File: src/rtl/stsirq_pkg.sv
// Package: shared codes for the status interrupt engine.
// Assumes a 4-bit interrupt ID field and a 5-bit command field.
package stsirq_pkg;

    localparam int ID_W  = 4;
    localparam int CMD_W = 5;

    localparam logic [ID_W-1:0] ID_OK      = 4'h1;
    localparam logic [ID_W-1:0] ID_OK_ECC  = 4'h3;
    localparam logic [ID_W-1:0] ID_OK_RTRY = 4'h5;
    localparam logic [ID_W-1:0] ID_OK_WARN = 4'h8;
    localparam logic [ID_W-1:0] ID_ABORTED = 4'h9;
    localparam logic [ID_W-1:0] ID_RST_DONE = 4'hA;
    localparam logic [ID_W-1:0] ID_XFER_RDY = 4'hB;
    localparam logic [ID_W-1:0] ID_ATTN_BAD = 4'hF;

    localparam logic [CMD_W-1:0] CMD_RD = 5'h01;
    localparam logic [CMD_W-1:0] CMD_WR = 5'h02;

    localparam logic [7:0] CTRL_GO = 8'h03;  // bit0 interrupt enable, bit1 DMA enable

    typedef enum logic [1:0] {
        RES_IDLE = 2'b00,
        RES_DONE = 2'b01,
        RES_FAIL = 2'b10
    } res_e;

    typedef enum logic [2:0] {
        CL_SPUR,   // reserved ID, ignored
        CL_XFER,   // data transfer ready
        CL_GOOD,   // successful completion
        CL_KEEP,   // reset/abort completed, no result change
        CL_ATTN,   // attention error
        CL_FAIL    // any other ID
    } cls_e;

    typedef enum logic [1:0] {
        ST_IDLE,
        ST_CHECK,
        ST_FETCH,
        ST_DISP
    } st_e;

endpackage

File: src/rtl/stsirq_decode.sv
// Module: stsirq_decode
// Classifies an interrupt ID into the dispatch class used by the engine.
// Purely combinational; assumes the ID field already masked to ID_W bits.
module stsirq_decode
    import stsirq_pkg::*;
(
    input  logic [ID_W-1:0] id,
    output cls_e            cls
);

    // Map each ID value onto its dispatch class.
    always_comb begin
        unique case (id)
            4'h0, 4'h2, 4'h4:                        cls = CL_SPUR;
            ID_XFER_RDY:                             cls = CL_XFER;
            ID_OK, ID_OK_ECC, ID_OK_RTRY, ID_OK_WARN: cls = CL_GOOD;
            ID_ABORTED, ID_RST_DONE:                 cls = CL_KEEP;
            ID_ATTN_BAD:                             cls = CL_ATTN;
            default:                                 cls = CL_FAIL;
        endcase
    end

endmodule

File: src/rtl/stsirq_fetch.sv
// Module: stsirq_fetch
// Collects a self-sized status block. The first pop loads word 0, clears the
// other slots and takes the length from the word's upper byte (0 counts as 1).
// Later pops fill slots in order; words past MAX_WORDS are counted but dropped.
// Assumes pops arrive only while a block is open.
module stsirq_fetch #(
    parameter int WORD_W    = 16,
    parameter int MAX_WORDS = 8
) (
    input  logic                        clk,
    input  logic                        rst_n,
    input  logic                        first_pop,
    input  logic                        next_pop,
    input  logic [WORD_W-1:0]           word_in,
    output logic [MAX_WORDS*WORD_W-1:0] blk_out,
    output logic                        last_word
);

    localparam int LEN_W = WORD_W / 2;

    logic [LEN_W-1:0] len_q;
    logic [LEN_W-1:0] cnt_q;
    logic [LEN_W-1:0] len_raw;

    assign len_raw = word_in[WORD_W-1 -: LEN_W];

    // Length and count of words taken for the open block.
    always_ff @(posedge clk) begin : p_count
        if (!rst_n) begin
            len_q <= '0;
            cnt_q <= '0;
        end else if (first_pop) begin
            len_q <= (len_raw == '0) ? LEN_W'(1) : len_raw;
            cnt_q <= LEN_W'(1);
        end else if (next_pop) begin
            cnt_q <= cnt_q + LEN_W'(1);
        end
    end

    // The pop about to happen completes the block.
    assign last_word = ({1'b0, cnt_q} + (LEN_W+1)'(1)) >= {1'b0, len_q};

    for (genvar g = 0; g < MAX_WORDS; g++) begin : g_slot
        logic [WORD_W-1:0] slot_q;
        // One storage slot: loaded on its turn, zeroed when a new block opens.
        always_ff @(posedge clk) begin : p_slot
            if (!rst_n) begin
                slot_q <= '0;
            end else if (first_pop) begin
                slot_q <= (g == 0) ? word_in : '0;
            end else if (next_pop && cnt_q == LEN_W'(g)) begin
                slot_q <= word_in;
            end
        end
        assign blk_out[g*WORD_W +: WORD_W] = slot_q;
    end

    p_count_bound_r4: assert property (@(posedge clk) disable iff (!rst_n)
        cnt_q <= len_q)
        else $error("fetch count passed block length");

endmodule

File: src/rtl/stsirq_engine.sv
// Module: stsirq_engine (top)
// Services one attachment interrupt at a time. It reads the status byte, fetches
// the optional status block, then dispatches on the ID for one cycle.
// Assumes irq_flag drops after isr_rd and sifr_full drops after a pop
// when no next word is waiting.
module stsirq_engine
    import stsirq_pkg::*;
#(
    parameter int          WORD_W    = 16,
    parameter int          MAX_WORDS = 8,
    parameter int          RESID_IDX = 3,
    parameter logic [4:0]  EOI_CODE  = 5'h02
) (
    input  logic                        clk,
    input  logic                        rst_n,
    input  logic                        irq_flag,
    input  logic [7:0]                  isr_data,
    output logic                        isr_rd,
    input  logic                        sifr_full,
    input  logic [WORD_W-1:0]           sifr_data,
    output logic                        sifr_rd,
    output logic                        ctrl_we,
    output logic [7:0]                  ctrl_data,
    output logic                        attn_we,
    output logic [7:0]                  attn_data,
    output logic                        wake,
    output logic [1:0]                  result,
    output logic [WORD_W-1:0]           resid,
    output logic                        fatal,
    output logic [MAX_WORDS*WORD_W-1:0] stat_blk
);

    localparam int LEN_W = WORD_W / 2;

    st_e              state_q, state_d;
    logic [2:0]       dev_q;
    logic [ID_W-1:0]  id_q;
    logic             xfer_cmd_q;
    res_e             result_q;
    logic [WORD_W-1:0] resid_q;
    logic             fatal_q;
    cls_e             cls;
    logic             first_pop, next_pop, last_word, disp;
    logic             isr_rsvd_unused;

    assign isr_rsvd_unused = isr_data[4];

    stsirq_decode i_decode (
        .id  (id_q),
        .cls (cls)
    );

    stsirq_fetch #(
        .WORD_W    (WORD_W),
        .MAX_WORDS (MAX_WORDS)
    ) i_fetch (
        .clk       (clk),
        .rst_n     (rst_n),
        .first_pop (first_pop),
        .next_pop  (next_pop),
        .word_in   (sifr_data),
        .blk_out   (stat_blk),
        .last_word (last_word)
    );

    assign isr_rd    = (state_q == ST_IDLE) && irq_flag;
    assign first_pop = (state_q == ST_CHECK) && (cls != CL_SPUR) && sifr_full;
    assign next_pop  = (state_q == ST_FETCH) && sifr_full;
    assign sifr_rd   = first_pop || next_pop;
    assign disp      = (state_q == ST_DISP);

    assign ctrl_we   = disp && (cls == CL_XFER);
    assign ctrl_data = CTRL_GO;
    assign attn_we   = disp && (cls != CL_XFER) && (cls != CL_ATTN);
    assign attn_data = {dev_q, EOI_CODE};
    assign wake      = disp && (cls != CL_XFER);

    // Next-state choice for the read / fetch / dispatch sequence.
    always_comb begin
        state_d = state_q;
        unique case (state_q)
            ST_IDLE:  if (irq_flag) state_d = ST_CHECK;
            ST_CHECK: begin
                if (cls == CL_SPUR)
                    state_d = ST_IDLE;
                else if (first_pop && sifr_data[WORD_W-1 -: LEN_W] > LEN_W'(1))
                    state_d = ST_FETCH;
                else
                    state_d = ST_DISP;
            end
            ST_FETCH: if (next_pop && last_word) state_d = ST_DISP;
            ST_DISP:  state_d = ST_IDLE;
            default:  state_d = ST_IDLE;
        endcase
    end

    // State register.
    always_ff @(posedge clk) begin : p_state
        if (!rst_n) state_q <= ST_IDLE;
        else        state_q <= state_d;
    end

    // Capture device and ID at the status byte read; note transfer commands.
    always_ff @(posedge clk) begin : p_capture
        if (!rst_n) begin
            dev_q      <= '0;
            id_q       <= '0;
            xfer_cmd_q <= 1'b0;
        end else if (isr_rd) begin
            dev_q      <= isr_data[7:5];
            id_q       <= isr_data[ID_W-1:0];
            xfer_cmd_q <= 1'b0;
        end else if (first_pop) begin
            xfer_cmd_q <= (sifr_data[CMD_W-1:0] == CMD_RD) ||
                          (sifr_data[CMD_W-1:0] == CMD_WR);
        end
    end

    // Result, residual count and fatal flag, updated in the dispatch cycle.
    always_ff @(posedge clk) begin : p_outcome
        if (!rst_n) begin
            result_q <= RES_IDLE;
            resid_q  <= '0;
            fatal_q  <= 1'b0;
        end else if (disp) begin
            if (cls == CL_GOOD)
                result_q <= RES_DONE;
            else if (cls == CL_FAIL || cls == CL_ATTN)
                result_q <= RES_FAIL;
            if (cls != CL_XFER && xfer_cmd_q)
                resid_q <= stat_blk[RESID_IDX*WORD_W +: WORD_W];
            if (cls == CL_ATTN)
                fatal_q <= 1'b1;
        end
    end

    assign result = result_q;
    assign resid  = resid_q;
    assign fatal  = fatal_q;

    p_fatal_sticky_r11: assert property (@(posedge clk) disable iff (!rst_n)
        fatal_q |=> fatal_q)
        else $error("fatal flag cleared without reset");

    p_result_on_dispatch_r7: assert property (@(posedge clk) disable iff (!rst_n)
        !$stable(result_q) |-> $past(disp))
        else $error("result moved outside dispatch");

    p_single_isr_read_r2: assert property (@(posedge clk) disable iff (!rst_n)
        isr_rd |=> !isr_rd)
        else $error("status byte read twice in a row");

    p_ctrl_alone_r6: assert property (@(posedge clk) disable iff (!rst_n)
        ctrl_we |-> (!attn_we && !wake))
        else $error("control write with attention or wake");

    p_dispatch_returns_r12: assert property (@(posedge clk) disable iff (!rst_n)
        disp |=> (state_q == ST_IDLE))
        else $error("engine not idle after dispatch");

endmodule

File: config.mk
export PLATFORM = sky130hd
export DESIGN_NAME = stsirq_engine
export DESIGN_NICKNAME = d
export VERILOG_FILES = /design/src/rtl/stsirq_pkg.sv /design/src/rtl/stsirq_decode.sv /design/src/rtl/stsirq_fetch.sv /design/src/rtl/stsirq_engine.sv
export SDC_FILE = /design/constraint.sdc
export NUM_CORES = 1
export LEC_CHECK = 0
export BUFFER_PORTS_ARGS = -buffer_cell sky130_fd_sc_hd__buf_2
export CAP_MARGIN = 20
export CORE_MARGIN = 2
export CORE_UTILIZATION = 47
export DETAILED_ROUTE_END_ITERATION = 8
export MAX_ROUTING_LAYER = met4
export PLACE_DENSITY_LB_ADDON = 0.12
export SLEW_MARGIN = 20
export SYNTH_ARGS = -nofsm -noshare
export SYNTH_HDL_FRONTEND = slang
export SYNTH_HIERARCHICAL = 1
export SYNTH_SLANG_ARGS = --single-unit
File: constraint.sdc
create_clock -name clk -period 3.9 [get_ports clk]
set_clock_uncertainty 0.2 [all_clocks]
set_input_delay 0.78 -clock clk [delete_from_list [all_inputs] [get_ports clk]]
set_output_delay 0.78 -clock clk [all_outputs]
set_load 0.1 [all_outputs]
-- Word level (Yosys, flattened, before mapping)
Memories as Yosys holds them, arrays and structs flattened. A register that Yosys moved wholly into a read port is not among the register bits.
Index checks and enable logic that the tools add are counted.
- register bits after elaboration: 173
- bits in read-only memories: 48
- output and inout port bits: 168
- logic and storage cells: 93
- memories: 1
- memory list (memory ; words ; bits a word ; rd ports ; clocked after Yosys merged registers in ; write ports ; RTL line ; text):
    (no name shown) ; 16 ; 3 ; 1 ; 1 ; 0 ; stsirq_decode.sv:13 ; unique case (id)
- add/sub/neg operators: 2
- magnitude comparators: 2
- equal/unequal tests: 20
- mux-type cells: 14
- bitwise operators: 1
- reduce and logical (&&, ||, !) cells: 35
- operators with widths (cell ; count):
    8-bit by 3-bit equality test with 1-bit output (second input constant) ; 4
    16-bit two-way mux ; 2
    1-bit logical AND ; 18
    8-bit by 2-bit equality test with 1-bit output (second input constant) ; 2
    8-bit zero test ; 2
    2-bit two-way mux ; 5
    8-bit by 1-bit adder with 9-bit output (second input constant) ; 1
    9-bit by 8-bit greater-or-equal comparator with 1-bit output ; 1
    8-bit by 1-bit adder with 8-bit output (second input constant) ; 1
    8-bit by 1-bit equality test with 1-bit output (second input constant) ; 1
    8-bit by 1-bit > comparator with 1-bit output (second input constant) ; 1
    4-bit two-way mux ; 2
    8-bit two-way mux ; 1
    2-bit case mux with 4 select lines ; 1
    2-bit AND reduction ; 4
    3-bit equality test (second input constant) ; 2
    2-bit nonzero test ; 3
    5-bit by 1-bit equality test with 1-bit output (second input constant) ; 1
    5-bit by 2-bit equality test with 1-bit output (second input constant) ; 1
    2-bit equality test (second input constant) ; 2
    2-bit OR reduction ; 2
    3-bit by 1-bit equality test with 1-bit output (second input constant) ; 1
    3-bit by 2-bit equality test with 1-bit output (second input constant) ; 1
    3-bit zero test ; 1
    10 further kinds ; 14

-- Longest topological paths before layout
Gate-level depths: netlist of run 1.
- depth after elaboration: 7
- gate-level depth with buffers: 13
- mapped depth without buffers: 12

-- Cells and area by module
The synthesis of run 1 kept the hierarchy.
- modules (own cells, without submodules) (module ; times used ; cells an instance ; area each (um2)):
    stsirq_fetch ; 1 ; 703 ; 5694.2
    stsirq_engine ; 1 ; 164 ; 1442.6
    stsirq_decode ; 1 ; 7 ; 58.8

-- Worst setup path after synthesis of run 1
Ideal clock, no wire load.
- kind: register to output
- from: reg, netlist name id_q[3]
- to: out ctrl_we
- arrival time: 2.698 ns
- data required time: 2.920 ns
- setup slack: 0.222 ns
- cell stages (with the launch flop): 7
- path through: dfxtp_1 > o21a_1 > o221a_2 > or3b_1 > buf_2 > buf_6 > nor2_1
- RTL lines (what ; RTL line ; text):
    to (decl) ; stsirq_engine.sv:22 ; output logic ctrl_we,

==> results of run 1 <==
## cells in the mapped netlist, types with 3 or more instances
cell	number	area, um^2
sky130_fd_sc_hd__nand4_1	12	75.1
sky130_fd_sc_hd__nor2_1	20	75.1
sky130_fd_sc_hd__xnor2_1	5	43.8
sky130_fd_sc_hd__nand2_1	249	935
sky130_fd_sc_hd__o21ai_0	39	195
sky130_fd_sc_hd__a21boi_0	13	97.6
sky130_fd_sc_hd__clkbuf_1	35	131
sky130_fd_sc_hd__o21a_1	4	30.0
sky130_fd_sc_hd__buf_4	16	120
sky130_fd_sc_hd__a21boi_1	4	30.0
sky130_fd_sc_hd__nor2b_1	16	100
sky130_fd_sc_hd__clkbuf_2	8	40.0
sky130_fd_sc_hd__and3_1	3	18.8
sky130_fd_sc_hd__buf_2	17	85.1
sky130_fd_sc_hd__a21oi_1	115	576
sky130_fd_sc_hd__mux2i_1	15	150
sky130_fd_sc_hd__buf_6	9	101
sky130_fd_sc_hd__ha_1	13	163
sky130_fd_sc_hd__nand3_1	38	190
sky130_fd_sc_hd__buf_1	3	11.3
sky130_fd_sc_hd__nand2b_1	4	25.0
sky130_fd_sc_hd__dfxtp_1	173	3460
sky130_fd_sc_hd__clkbuf_8	4	55.1
sky130_fd_sc_hd__xor2_1	10	87.6
sky130_fd_sc_hd__nor3_1	4	20.0
sky130_fd_sc_hd__inv_1	12	45.0
sky130_fd_sc_hd__and4_2	5	50.1
## per-stage QoR
step                      std cells  hold slack (ps)
after detailed placement       1170              244
after CTS                      1202              253
final                          1202              250
after global routing           1202              269
after global placement         1170              239
after floorplan                 885              260
## power groups by stage
stage	sequential (uW)	clock (uW)	combinational [uW]
after floorplan	1900	0	217
after global placement	1840	0	336
after detailed placement	1840	0	338
after CTS	1800	1720	338
after global routing	1800	1790	358
final	1800	1690	338
## kinds of logic after synthesis
group	synth area share [%]
AO/OA/AOI/OAI	14.2
XOR/XNOR	1.83
adder cells (fa/ha/maj)	2.26
buffers and inverters	8.19
flip-flops	48.1
multiplexers	2.09
other	0.104
AND/OR/NAND/NOR	23.2
## layer usage
metal | vias up | wire [um]
met4 | 0 | 510
met5 | - | 0
li1 | 3125 | -
met3 | 33 | 1260
met1 | 2825 | 9350
met2 | 205 | 8830
## worst min-delay path: cells and delay by family (launching register included)
family,cells,cell delay [ps]
DFF,1,310
and+or+nand+nor,1,50
AOI/OAI and AO/OA,1,50
## final cells by class
cell class                 count  area share [%]
sequential                   173            40.7
inverter                      12           0.529
multi-input combinational    608            37.7
timing repair buffer         189            11.5
clock buffer                  20            5.24
clock inverter                12            1.62
tap                          188            2.76
## worst max-delay path by stage
stage	cells past startpoint	to	slack, ps
after detailed placement	6	sifr_rd	790
final	6	sifr_rd	370
after global placement	6	sifr_rd	830
after global routing	6	sifr_rd	230
after floorplan	6	ctrl_we	220
after CTS	6	sifr_rd	330
## flip-flops by register name, indices dropped and copies added (netlist names), named ones only
signal                 count
dev_q                      3
fatal                      1
i_fetch/cnt_q              8
i_fetch/g_slot.slot_q    128
i_fetch/len_q              8
id_q                       4
resid                     16
result                     2
state_q                    1
xfer_cmd_q                 1
==> impl_metrics.prom, run 1 <==
# TYPE chip_impl_metric gauge
chip_impl_metric{name="fillCellCount",unit=""} 1467
chip_impl_info{name="cp_cell_sequence",value="a21o_1 > a221oi_2 > nor3_2 > o21ai_0 > and2_1 > buf_2"} 1
chip_impl_metric{name="synth-seq-cells",unit=""} 173
chip_impl_metric{name="number_of_global_route_vias_before_repair",unit=""} 5521
chip_impl_metric{name="maxSlewHeadroom",unit="%"} 43.5
chip_impl_metric{name="globalRouteMet1Util",unit="%"} 33.4
chip_impl_metric{name="syn_area_per_cell",unit="um^2"} 8.23
chip_impl_metric{name="cts_hold_bufs",unit=""} 0
chip_impl_metric{name="grt_use_total",unit="%"} 25.0
chip_impl_info{name="start_kind",value="flip-flop"} 1
chip_impl_metric{name="numCtsBuffers",unit=""} 17
chip_impl_metric{name="p_int",unit="uW"} 2820
chip_impl_metric{name="static-leakage-power",unit="uW"} 0.00355
chip_impl_info{name="cts.root.buffer_cell",value="sky130_fd_sc_hd__clkbuf_16"} 1
chip_impl_metric{name="synth-seq-area-share",unit="%"} 48.1
chip_impl_info{name="synthFlopType",value="sky130_fd_sc_hd__dfxtp_1"} 1
chip_impl_metric{name="wire_per_inst",unit="um"} 16.6
chip_impl_metric{name="tns",unit="ps"} 0
chip_impl_metric{name="place_worst_setup_slack",unit="ps"} 789
chip_impl_metric{name="share_seq_of_total_power",unit="%"} 47.0
chip_impl_metric{name="post_dp_cell_area",unit="um^2"} 7920
chip_impl_metric{name="setup_viol",unit=""} 0
chip_impl_metric{name="async_flop_share",unit="%"} 0
chip_impl_metric{name="firstDrtPassIters",unit=""} 5
chip_impl_info{name="r2r-end",value="i_fetch/g_slot[3].slot_q[0]"} 1
chip_impl_metric{name="syn-instance-count",unit=""} 874
chip_impl_metric{name="die_y",unit="um"} 128
chip_impl_metric{name="multiInputGateArea",unit="um^2"} 3210
chip_impl_metric{name="globalRoute.totalOverflow",unit=""} 0
chip_impl_metric{name="final_cell_area",unit="um^2"} 8520
chip_impl_metric{name="portBuffers",unit=""} 181
chip_impl_metric{name="period_share",unit="%"} 90.6
chip_impl_metric{name="cts.path.max_buffers",unit=""} 2
chip_impl_info{name="critical_path.top_delay_family",value="compound AO/OA/AOI/OAI gates"} 1
chip_impl_metric{name="grt_max_degree",unit=""} 72
chip_impl_metric{name="use_met2",unit="%"} 37.3
chip_impl_metric{name="met3_routing_resource_usage_after_global_routing",unit="%"} 5.01
chip_impl_info{name="worst-setup-path-type",value="reg2out"} 1
chip_impl_metric{name="die_area",unit="um^2"} 16300
chip_impl_metric{name="setup_slack",unit="ps"} 368
chip_impl_metric{name="totalWireLength",unit="um"} 19900
chip_impl_metric{name="p_sw_share",unit="%"} 26.5
chip_impl_metric{name="synth-edff-count",unit=""} 0
chip_impl_metric{name="placementRows",unit=""} 45
chip_impl_metric{name="cts-htree-levels",unit=""} 4
chip_impl_metric{name="design.core.area",unit="um^2"} 15100
chip_impl_metric{name="die_width",unit="um"} 128
chip_impl_metric{name="netlist-cell-type-count",unit=""} 51
chip_impl_metric{name="drv_slew",unit=""} 0
chip_impl_metric{name="min_path_cells",unit=""} 2
chip_impl_metric{name="reg2reg_depth",unit=""} 8
chip_impl_metric{name="routed-via-count",unit=""} 6188
chip_impl_metric{name="clk_pin_slew_worst_paths",unit="ps"} 60
chip_impl_metric{name="cellPowerDensity",unit="nW/um^2"} 450
chip_impl_info{name="final_common_cell",value="sky130_fd_sc_hd__nand2_1"} 1
chip_impl_metric{name="rrSetupSlack",unit="ps"} 940
chip_impl_metric{name="setup_buffers_after_cts",unit=""} 0
chip_impl_metric{name="finalWeightedCongestion",unit=""} 0.795
chip_impl_metric{name="areaGrowthSynthToFinish",unit="%"} 18.4
chip_impl_metric{name="layout.area.seq",unit="um^2"} 3460
chip_impl_info{name="setup_repair_after_global_routing_missed_its_margin",value="no"} 1
chip_impl_metric{name="critical_path_arrival",unit="ps"} 2550
chip_impl_metric{name="layout_min_cycle_time",unit="ps"} 3530
chip_impl_metric{name="worst_ir_drop_vdd",unit="V"} 0.000290
chip_impl_metric{name="antenna_violations_before_repair",unit=""} 0
chip_impl_metric{name="grt_first_pass_wirelength",unit="um"} 30500
chip_impl_metric{name="clk-insertion-delay-late",unit="ps"} 430
chip_impl_info{name="hold_crit_class",value="reg2reg"} 1
chip_impl_info{name="critPathLaunch",value="id_q[3]"} 1
chip_impl_metric{name="post_drt_via_cell_ratio",unit=""} 5.15
chip_impl_metric{name="share_clk_of_total_power",unit="%"} 44.2
chip_impl_info{name="timing.hold.worst.start",value="i_fetch/g_slot[4].slot_q[0]"} 1
chip_impl_metric{name="finalHoldViolations",unit=""} 0
chip_impl_info{name="routing_layer_with_the_top_usage_in_global_route",value="met2"} 1
chip_impl_info{name="timing.hold.worst_endpoint",value="i_fetch/g_slot[4].slot_q[0]"} 1
chip_impl_metric{name="post_synth_instance_area",unit="um^2"} 7200
chip_impl_metric{name="tritoncts_num_sinks",unit=""} 173
chip_impl_metric{name="synth-warning-count",unit=""} 6
chip_impl_info{name="mostFrequentLayoutCells",value="249 x sky130_fd_sc_hd__nand2_1, 181 x sky130_fd_sc_hd__buf_2, 173 x sky130_fd_sc_hd__dfxtp_1"} 1
chip_impl_metric{name="comb_power_share",unit="%"} 8.8
chip_impl_metric{name="final_antenna_net_count",unit=""} 0
chip_impl_metric{name="final_nets",unit=""} 1042
chip_impl_metric{name="fmax",unit="GHz"} 0.283
chip_impl_metric{name="required",unit="ps"} 2920
chip_impl_metric{name="antenna-diode-count",unit=""} 0
chip_impl_metric{name="cts.repair.resized",unit=""} 0
chip_impl_metric{name="max_cap_viol_count",unit=""} 0
chip_impl_metric{name="initial_core_util",unit="%"} 47.7
chip_impl_metric{name="layout-drive-gt1-share",unit="%"} 23.4
chip_impl_metric{name="critical-path-max-stage-delay",unit="ps"} 550
chip_impl_info{name="cts_tree",value="built"} 1
chip_impl_metric{name="finalPower",unit="uW"} 3830
chip_impl_metric{name="cp_num_buf_inv",unit=""} 1
chip_impl_metric{name="post-dp-hpwl",unit="um"} 13000
chip_impl_metric{name="postLayoutCoreUtil",unit="%"} 56.4
chip_impl_metric{name="switchingPower",unit="uW"} 1020
chip_impl_metric{name="drt_iter0_drc",unit=""} 344
chip_impl_metric{name="crit_path_max_fanout",unit=""} 8
chip_impl_info{name="critical_path.slowest_cell",value="sky130_fd_sc_hd__a221oi_2"} 1
chip_impl_info{name="rr_startpoint",value="id_q[3]"} 1
chip_impl_metric{name="worst-slew-pin-transition",unit="ps"} 844
chip_impl_info{name="cp-end-kind",value="primary output"} 1
chip_impl_info{name="outcome",value="completed"} 1
chip_impl_metric{name="num_io_pins",unit=""} 196
chip_impl_metric{name="drc",unit=""} 0
(Power assumes the default switching activity.)
==> run 2: changes to the inputs <==
--- a/config.mk
+++ b/config.mk
@@ -10,7 +10,6 @@
 export CORE_MARGIN = 2
 export CORE_UTILIZATION = 47
 export DETAILED_ROUTE_END_ITERATION = 8
-export MAX_ROUTING_LAYER = met4
 export PLACE_DENSITY_LB_ADDON = 0.12
 export SLEW_MARGIN = 20
 export SYNTH_ARGS = -nofsm -noshare
==> run 2 against run 1 <==
  * Worst hold slack lost 1.2 ps
  * Wire length down 0.13%
  * Sequential share of layout area unchanged
  * Via count up 0.18%
  * Sequential power barely moved
==> impl_metrics.prom, run 2 (synthesis results as in run 1) <==
# TYPE chip_impl_metric gauge
chip_impl_info{name="outcome",value="completed"} 1
chip_impl_metric{name="antenna_violations_before_repair",unit=""} 0
chip_impl_info{name="timing.hold.worst_endpoint",value="i_fetch/g_slot[4].slot_q[0]"} 1
chip_impl_metric{name="fmax",unit="GHz"} 0.283
chip_impl_metric{name="cts-htree-levels",unit=""} 4
chip_impl_metric{name="firstDrtPassIters",unit=""} 4
chip_impl_metric{name="layout_min_cycle_time",unit="ps"} 3540
chip_impl_metric{name="antenna-diode-count",unit=""} 0
chip_impl_metric{name="required",unit="ps"} 2920
chip_impl_metric{name="portBuffers",unit=""} 181
chip_impl_info{name="mostFrequentLayoutCells",value="249 x sky130_fd_sc_hd__nand2_1, 181 x sky130_fd_sc_hd__buf_2, 173 x sky130_fd_sc_hd__dfxtp_1"} 1
chip_impl_metric{name="die_width",unit="um"} 128
chip_impl_metric{name="setup_viol",unit=""} 0
chip_impl_metric{name="final_nets",unit=""} 1042
chip_impl_metric{name="placementRows",unit=""} 45
chip_impl_metric{name="fillCellCount",unit=""} 1467
chip_impl_metric{name="clk-insertion-delay-late",unit="ps"} 420
chip_impl_metric{name="layout-drive-gt1-share",unit="%"} 23.4
chip_impl_metric{name="initial_core_util",unit="%"} 47.7
chip_impl_metric{name="grt_first_pass_wirelength",unit="um"} 30500
chip_impl_metric{name="cts.path.max_buffers",unit=""} 2
chip_impl_metric{name="design.core.area",unit="um^2"} 15100
chip_impl_metric{name="totalWireLength",unit="um"} 19900
chip_impl_metric{name="dp_cells",unit=""} 1170
chip_impl_info{name="hold_crit_class",value="reg2reg"} 1
chip_impl_metric{name="final_cell_count_no_fill",unit=""} 1202
chip_impl_metric{name="numCtsBuffers",unit=""} 17
chip_impl_metric{name="clk_pin_slew_worst_paths",unit="ps"} 60
chip_impl_metric{name="post_dp_cell_area",unit="um^2"} 7920
chip_impl_metric{name="globalRoute.totalOverflow",unit=""} 0
chip_impl_info{name="cp-end-kind",value="primary output"} 1
chip_impl_metric{name="min_path_cells",unit=""} 2
chip_impl_metric{name="finalWeightedCongestion",unit=""} 0.784
chip_impl_info{name="final_common_cell",value="sky130_fd_sc_hd__nand2_1"} 1
chip_impl_metric{name="num_io_pins",unit=""} 196
chip_impl_info{name="setup_repair_after_global_routing_missed_its_margin",value="no"} 1
chip_impl_metric{name="worst-slew-pin-transition",unit="ps"} 843
chip_impl_metric{name="drc",unit=""} 0
chip_impl_info{name="cts.root.buffer_cell",value="sky130_fd_sc_hd__clkbuf_16"} 1
chip_impl_metric{name="maxSlewHeadroom",unit="%"} 43.6
chip_impl_metric{name="setup_buffers_after_cts",unit=""} 0
chip_impl_metric{name="drv_slew",unit=""} 0
chip_impl_metric{name="post_drt_via_cell_ratio",unit=""} 5.16
chip_impl_metric{name="met3RoutedLength",unit="um"} 1300
chip_impl_metric{name="number_of_global_route_vias_before_repair",unit=""} 5520
chip_impl_metric{name="rrSetupSlack",unit="ps"} 930
chip_impl_metric{name="tritoncts_num_sinks",unit=""} 173
chip_impl_metric{name="drt-met1-wl",unit="um"} 9290
chip_impl_metric{name="wire_per_inst",unit="um"} 16.6
chip_impl_metric{name="period_share",unit="%"} 90.7
chip_impl_info{name="r2r-end",value="i_fetch/g_slot[3].slot_q[11]"} 1
chip_impl_metric{name="crit_path_max_fanout",unit=""} 8
chip_impl_metric{name="layout.area.seq",unit="um^2"} 3460
chip_impl_metric{name="cts_hold_bufs",unit=""} 0
chip_impl_metric{name="areaGrowthSynthToFinish",unit="%"} 18.4
chip_impl_metric{name="drt_iter0_drc",unit=""} 380
chip_impl_metric{name="met2RoutedLength",unit="um"} 8810
chip_impl_metric{name="max_cap_viol_count",unit=""} 0
chip_impl_metric{name="cellPowerDensity",unit="nW/um^2"} 449
chip_impl_info{name="timing.hold.worst.start",value="i_fetch/g_slot[4].slot_q[0]"} 1
chip_impl_metric{name="routed-via-count",unit=""} 6199
chip_impl_info{name="cts_tree",value="built"} 1
chip_impl_info{name="max_flop_register",value="i_fetch/g_slot.slot_q"} 1
chip_impl_metric{name="die_area",unit="um^2"} 16300
chip_impl_metric{name="finalHoldViolations",unit=""} 0
chip_impl_metric{name="final_antenna_net_count",unit=""} 0
chip_impl_metric{name="worst_ir_drop_vdd",unit="V"} 0.000291
chip_impl_metric{name="cts.repair.resized",unit=""} 0
chip_impl_info{name="start_kind",value="flip-flop"} 1
chip_impl_info{name="rr_startpoint",value="id_q[3]"} 1
chip_impl_metric{name="die_y",unit="um"} 128
chip_impl_metric{name="multiInputGateArea",unit="um^2"} 3210
chip_impl_metric{name="grt_use_total",unit="%"} 24.2
chip_impl_metric{name="largest_reg_flops",unit=""} 128
chip_impl_info{name="worst-setup-path-type",value="reg2out"} 1
chip_impl_metric{name="reg2reg_depth",unit=""} 8
chip_impl_metric{name="critical_path_arrival",unit="ps"} 2560
chip_impl_metric{name="grt_max_degree",unit=""} 72
chip_impl_metric{name="tns",unit="ps"} 0
chip_impl_info{name="highest-signal-layer",value="met4"} 1
chip_impl_metric{name="post-dp-hpwl",unit="um"} 13000
chip_impl_metric{name="final_cell_area",unit="um^2"} 8520
chip_impl_metric{name="static-leakage-power",unit="uW"} 0.00355
run 2: how the worst max path moves through the flow:
stage / start / endpoint / slack [ps] / cells past startpoint
detailed placement: id_q[3] / sifr_rd / 790 / 6
CTS: id_q[3] / sifr_rd / 330 / 6
finish: id_q[3] / sifr_rd / 360 / 6
global placement: id_q[3] / sifr_rd / 830 / 6
global route: id_q[3] / sifr_rd / 230 / 6
floorplan: id_q[3] / ctrl_we / 220 / 6
run 2: metrics by stage:
step | total power, uW | utilization [%] | worst slack [ps] | hold WS (ps)
after global placement | 2180 | 52.5 | 829 | 239
after floorplan | 2120 | - | 222 | 260
final | 3830 | 56.4 | 364 | 249
after global routing | 3940 | 56.4 | 234 | 269
after detailed placement | 2180 | 52.5 | 789 | 244
after CTS | 3860 | 56.4 | 329 | 253
run 2: metal layers:
layer | vias up | GRT usage, %
met1 | 2841 | 32.8
met4 | 0 | 9.95
met3 | 32 | 5.93
met2 | 199 | 37.2
li1 | 3127 | -
met5 | - | 0
run 2: cell type report:
type | count | share of cell area (%)
timing repair buffer | 189 | 11.5
tap | 188 | 2.76
sequential | 173 | 40.7
multi-input combinational | 608 | 37.7
clock buffer | 20 | 5.24
inverter | 12 | 0.529
clock inverter | 12 | 1.62
run 2: report_power, final:
part,internal (uW),switching (uW),leakage (uW)
Combinational,65.8,272,0.00187
Sequential,1780,17.2,0.00139
Clock,967,722,0.000286
run 2: critical path, cell delays in order (launching register included):
cell	delay, ps
sky130_fd_sc_hd__dfxtp_1	380
sky130_fd_sc_hd__a21o_1	210
sky130_fd_sc_hd__a221oi_2	550
sky130_fd_sc_hd__nor3_2	160
sky130_fd_sc_hd__o21ai_0	260
sky130_fd_sc_hd__and2_1	150
sky130_fd_sc_hd__buf_2	410
